File: config.mk
export PLATFORM = sky130hd
export DESIGN_NAME = fast_a20_gate
export DESIGN_NICKNAME = d
export VERILOG_FILES = /design/src/rtl/a20_pkg.sv /design/src/rtl/a20_wr_classify.sv /design/src/rtl/a20_arm_fsm.sv /design/src/rtl/a20_gate_reg.sv /design/src/rtl/fast_a20_gate.sv
export SDC_FILE = /design/constraint.sdc
export NUM_CORES = 1
export LEC_CHECK = 0
export BUFFER_PORTS_ARGS = -buffer_cell sky130_fd_sc_hd__buf_2
export CAP_MARGIN = 15
export CORE_AREA = 2 2 39 41
export DETAILED_ROUTE_END_ITERATION = 8
export DIE_AREA = 0 0 41 43
export GPL_ROUTABILITY_DRIVEN = 0
export GPL_TIMING_DRIVEN = 0
export HOLD_SLACK_MARGIN = 0.12
export PLACE_DENSITY_LB_ADDON = 0.2
export SETUP_SLACK_MARGIN = 0.1
export SLEW_MARGIN = 20
export SYNTH_ARGS = -nofsm -noshare
export SYNTH_HDL_FRONTEND = slang
export SYNTH_SLANG_ARGS = --single-unit
export TNS_END_PERCENT = 50
File: constraint.sdc
create_clock -name clk -period 2.3 [get_ports clk]
set_input_delay 0.345 -clock clk [delete_from_list [all_inputs] [get_ports clk]]
set_output_delay 0.345 -clock clk [all_outputs]
set_load 0.02 [all_outputs]
File: src/rtl/a20_pkg.sv
package a20_pkg;
  typedef enum logic {
    ARM_IDLE  = 1'b0,
    ARM_WAIT  = 1'b1
  } arm_state_e;

  // One decoded host write, reduced to what the sequencer needs.
  typedef struct packed {
    logic hit;      // accepted write on the decoded channel
    logic trig;     // command equal to the trigger code
    logic other;    // any other command
    logic data;     // data byte
    logic level;    // selected bit of the byte
  } wr_event_s;
endpackage

File: src/rtl/a20_wr_classify.sv
module a20_wr_classify
  import a20_pkg::*;
#(
  parameter int              CHAN_W      = 2,
  parameter int              DATA_W      = 8,
  parameter int              DECODE_CHAN = 0,
  parameter logic [7:0]      TRIG_CODE   = 8'hD1,
  parameter int              LEVEL_BIT   = 1
) (
  input  logic              wr_valid,
  input  logic              wr_ready,
  input  logic [CHAN_W-1:0] wr_chan,
  input  logic              wr_is_cmd,
  input  logic [DATA_W-1:0] wr_data,
  output wr_event_s         ev
);
  localparam logic [CHAN_W-1:0] CHAN_SEL = CHAN_W'(DECODE_CHAN);
  localparam logic [DATA_W-1:0] TRIG_W   = DATA_W'(TRIG_CODE);

  logic accept;
  logic on_chan;
  logic code_match;

  assign accept     = wr_valid & wr_ready;
  assign on_chan    = (wr_chan == CHAN_SEL);
  assign code_match = (wr_data == TRIG_W);

  always_comb begin
    ev       = '0;
    ev.hit   = accept & on_chan;
    ev.trig  = ev.hit & wr_is_cmd & code_match;
    ev.other = ev.hit & wr_is_cmd & ~code_match;
    ev.data  = ev.hit & ~wr_is_cmd;
    ev.level = wr_data[LEVEL_BIT];
  end
endmodule

File: src/rtl/a20_arm_fsm.sv
module a20_arm_fsm
  import a20_pkg::*;
(
  input  logic      clk,
  input  logic      rst_n,
  input  logic      fast_en,
  input  wr_event_s ev,
  output logic      armed,
  output logic      load
);
  arm_state_e state_q, state_d;

  always_comb begin
    state_d = state_q;
    if (!fast_en) begin
      state_d = ARM_IDLE;
    end else if (ev.trig) begin
      state_d = ARM_WAIT;
    end else if (ev.other || ev.data) begin
      state_d = ARM_IDLE;
    end
  end

  always_ff @(posedge clk) begin
    if (!rst_n) state_q <= ARM_IDLE;
    else        state_q <= state_d;
  end

  assign armed = (state_q == ARM_WAIT);
  assign load  = fast_en & armed & ev.data;
endmodule

File: src/rtl/a20_gate_reg.sv
module a20_gate_reg (
  input  logic clk,
  input  logic rst_n,
  input  logic fast_en,
  input  logic load,
  input  logic level,
  output logic gate
);
  logic gate_q;

  always_ff @(posedge clk) begin
    if (!rst_n || !fast_en) gate_q <= 1'b1;
    else if (load)          gate_q <= level;
  end

  assign gate = gate_q;
endmodule

File: src/rtl/fast_a20_gate.sv
module fast_a20_gate
  import a20_pkg::*;
#(
  parameter int         CHAN_W      = 2,
  parameter int         DATA_W      = 8,
  parameter int         DECODE_CHAN = 0,
  parameter logic [7:0] TRIG_CODE   = 8'hD1,
  parameter int         LEVEL_BIT   = 1
) (
  input  logic              clk,
  input  logic              rst_n,
  input  logic              fast_en,
  input  logic              wr_valid,
  output logic              wr_ready,
  input  logic [CHAN_W-1:0] wr_chan,
  input  logic              wr_is_cmd,
  input  logic [DATA_W-1:0] wr_data,
  output logic              gate_a20,
  output logic              gate_status
);
  wr_event_s ev;
  logic      armed;
  logic      load;
  logic      gate;

  assign wr_ready = rst_n;

  a20_wr_classify #(
    .CHAN_W(CHAN_W), .DATA_W(DATA_W), .DECODE_CHAN(DECODE_CHAN),
    .TRIG_CODE(TRIG_CODE), .LEVEL_BIT(LEVEL_BIT)
  ) u_classify (
    .wr_valid(wr_valid), .wr_ready(wr_ready), .wr_chan(wr_chan),
    .wr_is_cmd(wr_is_cmd), .wr_data(wr_data), .ev(ev)
  );

  a20_arm_fsm u_fsm (
    .clk(clk), .rst_n(rst_n), .fast_en(fast_en), .ev(ev),
    .armed(armed), .load(load)
  );

  a20_gate_reg u_gate (
    .clk(clk), .rst_n(rst_n), .fast_en(fast_en), .load(load),
    .level(ev.level), .gate(gate)
  );

  assign gate_a20    = gate;
  assign gate_status = gate;
endmodule

==> results by group, run 1 <==
Setup path
  • Critical Path End Type: flop
  • CP Class: in -> reg
  • CP required: between 2 and 2.5 ns
  • Worst setup SP type: input pin
  • CP arrival: 1.35 ns
  • Max FO, Critical Path: 2

Synth
  • Distinct cells, synth: 12
  • Syn Inst Count: 17
  • Syn. warnings: 0
  • Most area-consuming cells after synthesis: dfxtp_1 (27%), nand2_8 (14%), buf_4 (10%)
  • Mapped Nets: 32
  • Cell Area, Synth: 147.6 sq um
  • Yosys reg bits: 2
  • Post-Syn Area per Cell: 8.685 sq um
  • Top cell type's share of synthesized area: between 20% and 30%
  • Post-synthesis sequential area ratio: 27.12%
  • Yosys top cell by area: dfxtp_1

Pwr
  • Power per cell area: just under 500 nW/um^2
  • Peak VDD IR: ~0.000065 V
  • Leak: 0.1187 nW

Cells and area
  • Area growth syn-to-layout: 86.44%
  • Share of layout cells above drive strength 1: approximately 62%
  • Commonest non-fill, non-tap cell in the layout: buf_2
  • Most frequent cells in the layout: buf_2 (17), nand2_1 (3), clkbuf_4 (3)
  • Nets: 54
  • Post-route insts no fill: between 50 and 60
  • Antenna diodes: 0

Worst hold path
  • Worst Hold Class: in -> reg

Global routing
  • Initial antenna violation count: 0
  • Gr usage total: 5.305%
  • Top Usage Layer GRT: met4
  • Met2 Resource Use GR: 5.625%
  • Largest net degree at the start of global routing: 4
  • Vias in the first global route: around 160
  • First-pass GRT wire length: approximately 560 um
  • Met3 GRT Util: 0%
  • Grt total ovfl: 0
  • Global routing usage on met1: approximately 6.4%

Place
  • Dpl cells: 50
  • PortBufs: 17

Timing
  • Crit share post-route: 52.40%
  • Setup TNS: 0 ns
  • Tightest Pin Transition: 0.2225 ns
  • Slew margin rel.: 85.05%
  • Min Tclk post-route: around 1.2 ns
  • Pins Over Slew Limit: 0
  • Final Hold Vio Count: 0
  • Unrepaired setup endpoints after global routing: no
  • Max Clock Skew: around 0.0027 ns
  • Fmax achieved: 829.7 MHz
  • Setup violations, final: 0

Clock tree
  • CTS Buf Count: 3
  • Resized Gates After CTS: 0
  • Max clock buf depth: 2
  • CTS tree: done
  • H-tree depth: 1
  • Later-pin clock latency in the skew report: around 0.22 ns
  • Clock sink count: 2
  • CTS root buffer: clkbuf_4
  • Worst-path clk slew: about 0.030 ns
  • # hold bufs at CTS: 0
  • Setup bufs post-CTS: 0

Die
  • Chip height: between 40 and 50 um
  • Die Outline Area: 1763 sq um
  • Initial Utilization: a little over a tenth
  • Ports: 18
  • Std-Cell Rows: 14
  • Core Area: approximately 1400 sq um
  • Die width: just over 40 um

Drt
  • Via-per-instance ratio: ~3.4
  • DRC viols: 0
  • Drt first-iter violations: 4
  • Vias: 180
  • Routed WL per cell: about 7.2 um
  • Antenna-violating nets left: 0
  • WL final: roughly 380 um
  • Pre-Repair DR Iteration Count: 3

Run status
  • Status: completed

Job
  • Number of max-cap violations: 0
==> synthesized netlist by cell type <==
cell type	instances
a21oi_1	1
buf_4	2
dfxtp_1	2
mux2i_1	1
nand2_1	3
nand2_8	1
nand4b_1	1
nand4bb_1	1
nor2_1	2
nor3_1	1
or3_1	1
or4_1	1
==> kinds of logic (layout without fill, tap and decap cells) <==
logic type / count (synthesis) / count (layout) / synth area share [%]
compound gates: 1 / 1 / 3.387
mux: 1 / 1 / 6.780
simple gates: 11 / 11 / 52.55
buf+inv: 2 / 22 / 10.17
flops: 2 / 2 / 27.12
==> per-layer routing <==
| metal | vias up | share of wire [%] |
|---|---|---|
| li1 | 100 | - |
| met2 | 12 | 44 |
| met5 | - | 0 |
| met4 | 0 | 0 |
| met1 | 68 | 44 |
| met3 | 0 | 12 |
==> power breakdown <==
| group | switching (W) | internal (W) | total (W) |
|---|---|---|---|
| Combinational | 0.00000934 | 0.0000131 | 0.0000224 |
| Clock | 0.0000183 | 0.0000574 | 0.0000757 |
| Sequential | 0.000000000537 | 0.0000350 | 0.0000350 |
| Total | 0.0000276 | 0.000105 | 0.000133 |
==> final cells by class <==
cell class | instances | area, sq um
clock buffer | 3 | 22.52
timing repair buffer | 17 | 85.08
fill | 157 | 1109
buffer | 2 | 15.01
tap | 16 | 20.02
multi-input combinational | 13 | 92.59
sequential | 2 | 40.04
==> state kept, by name, indices dropped and copies added (netlist names) <==
| name | count |
|---|---|
| u_fsm.armed | 1 |
| u_gate.gate | 1 |
==> worst max-delay path, stage by stage <==
cell,delay (ns)
buf_2,0.11
or3_1,0.35
or4_1,0.40
a21oi_1,0.15
==> per-stage QoR <==
step                      hold slack (ns)  utilization (%)  instance area [sq um]  setup WS [ns]  total power, W
after detailed placement           0.4509            18.26                  252.7         0.8663      0.00005814
after global placement             0.4487            18.26                  252.7         0.8634      0.00005783
after floorplan                    0.4312                -                  147.6          1.030      0.00004256
after global routing               0.4263            19.89                  275.3          1.050       0.0001419
final                              0.4128            19.89                  275.3          1.095       0.0001331
after CTS                          0.3994            19.89                  275.3          1.094       0.0001390
==> final timing paths <==
check                     end        start  slack [ns]  cells after the start
setup / recovery  u_fsm.armed   wr_data[1]        1.09                      4
hold / removal    u_gate.gate   wr_data[1]        0.41                      3
setup reg to reg  u_gate.gate  u_fsm.armed        1.48                      3
hold reg to reg   u_fsm.armed  u_fsm.armed        0.45                      2
Power figures use the tool's default switching activity.
==> run 2: changes to the inputs <==
==> constraint.sdc (replaced) <==
create_clock -name clk -period 1.2 [get_ports clk]
set_input_delay 0.18 -clock clk [delete_from_list [all_inputs] [get_ports clk]]
set_output_delay 0.18 -clock clk [all_outputs]
set_load 0.02 [all_outputs]
==> run 2 against run 1 <==
Net effect: clock-buffer cell count is the same; clock skew rose by 0.00054 ns; first-iteration DRC count shrank 100%; sequential power rose by 91%; sequential share of layout area did not move; combinational power up 90%; flip-flop and latch count unchanged; critical path type unchanged; core utilization is the same; register-to-register slack lost 1.1 ns.
==> results by group, run 2 (synthesized netlist as in run 1, its figures left out) <==
Run status
  • Status: completed

Timing
  • Setup TNS: 0 ns (unchanged)
  • Slew margin rel.: 84.84% (-0.21 points)
  • Crit share post-route: 84.25%
  • Setup violations, final: 0 (unchanged)
  • Final Hold Vio Count: 0 (unchanged)
  • Fmax achieved: between 900 and 1000 MHz
  • Min Tclk post-route: around 1 ns
  • Unrepaired setup endpoints after global routing: no
  • Tightest Pin Transition: 0.2256 ns (+0.003150 ns)
  • Max Clock Skew: 0.003264 ns (+0.0005388 ns)
  • Pins Over Slew Limit: 0 (unchanged)

Global routing
  • Initial antenna violation count: 0 (unchanged)
  • Largest net degree at the start of global routing: 4 (unchanged)
  • Gr usage total: 5.110% (-0.20 points)
  • Vias in the first global route: 142 (-13%)
  • Grt total ovfl: 0 (unchanged)
  • First-pass GRT wire length: 531 um (-4.8%)

Cells and area
  • Nets: 54 (unchanged)
  • Commonest non-fill, non-tap cell in the layout: buf_2
  • Core Util, Final: 19.89% (unchanged)
  • Register area: 40.04 sq um (unchanged)
  • Multi-input gate area: 92.59 sq um (unchanged)
  • Area growth syn-to-layout: 86.44% (unchanged)
  • Share of layout cells above drive strength 1: 62.16% (unchanged)
  • Antenna diodes: 0 (unchanged)
  • Most frequent cells in the layout: buf_2 (17), nand2_1 (3), clkbuf_4 (3)
  • Fillers: 157 (unchanged)

Drt
  • Drt first-iter violations: 0 (-4)
  • Antenna-violating nets left: 0 (unchanged)
  • DRC viols: 0 (unchanged)
  • Routed WL per cell: 7.189 um (-0.26%)
  • WL final: 381 um (-0.26%)
  • Vias: 181 (+0.56%)
  • Via-per-instance ratio: 3.415 (+0.56%)
  • Pre-Repair DR Iteration Count: 1 (-2)

Pwr
  • Peak VDD IR: 0.0002562 V (+290%)
  • Leak: 0.1187 nW (unchanged)
  • Power per cell area: 934.3 nW/um^2 (+93%)

Setup path
  • FF-to-FF Start: u_fsm.armed
  • Worst reg-to-reg path cell count: 3 (unchanged)
  • CP arrival: 1.16 ns (-0.19 ns)
  • Critical Path End Type: flop
  • Max FO, Critical Path: 3 (+1)
  • Worst setup SP type: input pin
  • Worst reg-to-reg setup slack: 0.38 ns (-1.10 ns)
  • Max stage delay on crit path: 0.55 ns (+0.15 ns)
  • Slowest stage cell, crit path: or4_1
  • CP required: 1.35 ns (-1.10 ns)
  • Reg-to-reg endpoint: u_gate.gate
  • CP Class: in -> reg
  • Cell Chain, Critical Path: buf_2 > nand4bb_1 > or4_1 > a21oi_1

Worst hold path
  • Hold path endpoint: u_gate.gate
  • Hold depth: 3 (unchanged)
  • Worst Hold Class: in -> reg
  • HP Start: wr_data[1]

Clock tree
  • Later-pin clock latency in the skew report: 0.22 ns (about the same)
  • Worst-path clk slew: 0.03 ns (about the same)
  • CTS Buf Count: 3 (unchanged)
  • Setup bufs post-CTS: 0 (unchanged)
  • CTS root buffer: clkbuf_4
  • # hold bufs at CTS: 0 (unchanged)
  • Max clock buf depth: 2 (unchanged)
  • Resized Gates After CTS: 0 (unchanged)
  • Clock sink count: 2 (unchanged)
  • CTS tree: done
  • H-tree depth: 1 (unchanged)

Die
  • Core Area: 1384 sq um (unchanged)
  • Initial Utilization: 10.67% (unchanged)
  • Ports: 18 (unchanged)
  • Die Outline Area: 1763 sq um (unchanged)
  • Std-Cell Rows: 14 (unchanged)
  • Die width: 41 um (unchanged)
  • Chip height: 43 um (unchanged)

Place
  • PortBufs: 17 (unchanged)

Job
  • Number of max-cap violations: 0 (unchanged)
==> run 2: cell counts in the layout (fill, tap and decap cells not counted) <==
Identical to the previous run, type by type.
==> run 2: worst max-delay path: cells and delay by family <==
family / cells / cell delay (ns)
simple gates: 2 / 0.77
compound gates: 1 / 0.12
buf+inv: 1 / 0.09
==> run 2: through the flow <==
step                hold WS [ns]  std cells  setup slack [ns]  total power (W)  cell area (sq um)
floorplan                 0.3422         17            0.1116       0.00008158              147.6
global placement          0.4552         50          -0.05768        0.0001110              252.7
detailed placement        0.4465         50          -0.04189        0.0001111              252.7
CTS                       0.2338         53            0.1923        0.0002681              275.3
global route              0.2636         53            0.1629        0.0002838              275.3
finish                    0.2433         53            0.1890        0.0002572              275.3
==> run 2: worst max path at each step <==
stage	startpoint	slack [ns]	end
2_1_floorplan	wr_data[1]	0.11	u_fsm.armed
3_3_place_gp	wr_chan[0]	-0.06	u_fsm.armed
3_5_place_dp	wr_chan[0]	-0.04	u_fsm.armed
4_1_cts	wr_chan[0]	0.19	u_fsm.armed
5_1_grt	wr_chan[0]	0.16	u_fsm.armed
6_report	wr_chan[0]	0.19	u_fsm.armed
==> run 2: power breakdown <==
group	internal, W	switching, W	total [W]
combinational	0.0000250	0.0000176	0.0000426
clock	0.000110	0.0000373	0.000148
sequential	0.0000670	0.000000000929	0.0000670
==> run 2: cell type report <==
cell class	instances	share of cell area [%]
clock buffers	3	8.182
repair buffers	17	30.91
multi-input cells	13	33.64
well taps	16	7.273
flip-flops and latches	2	14.55
plain buffers	2	5.455
==> run 2: layer usage <==
layer  track usage, %  vias up  wire length [um]
met5                0        -                 0
met4            6.000        0                 0
met3            4.712        0                41
met2            4.688       14               148
met1            5.751       66               191
li1                 -      101                 -
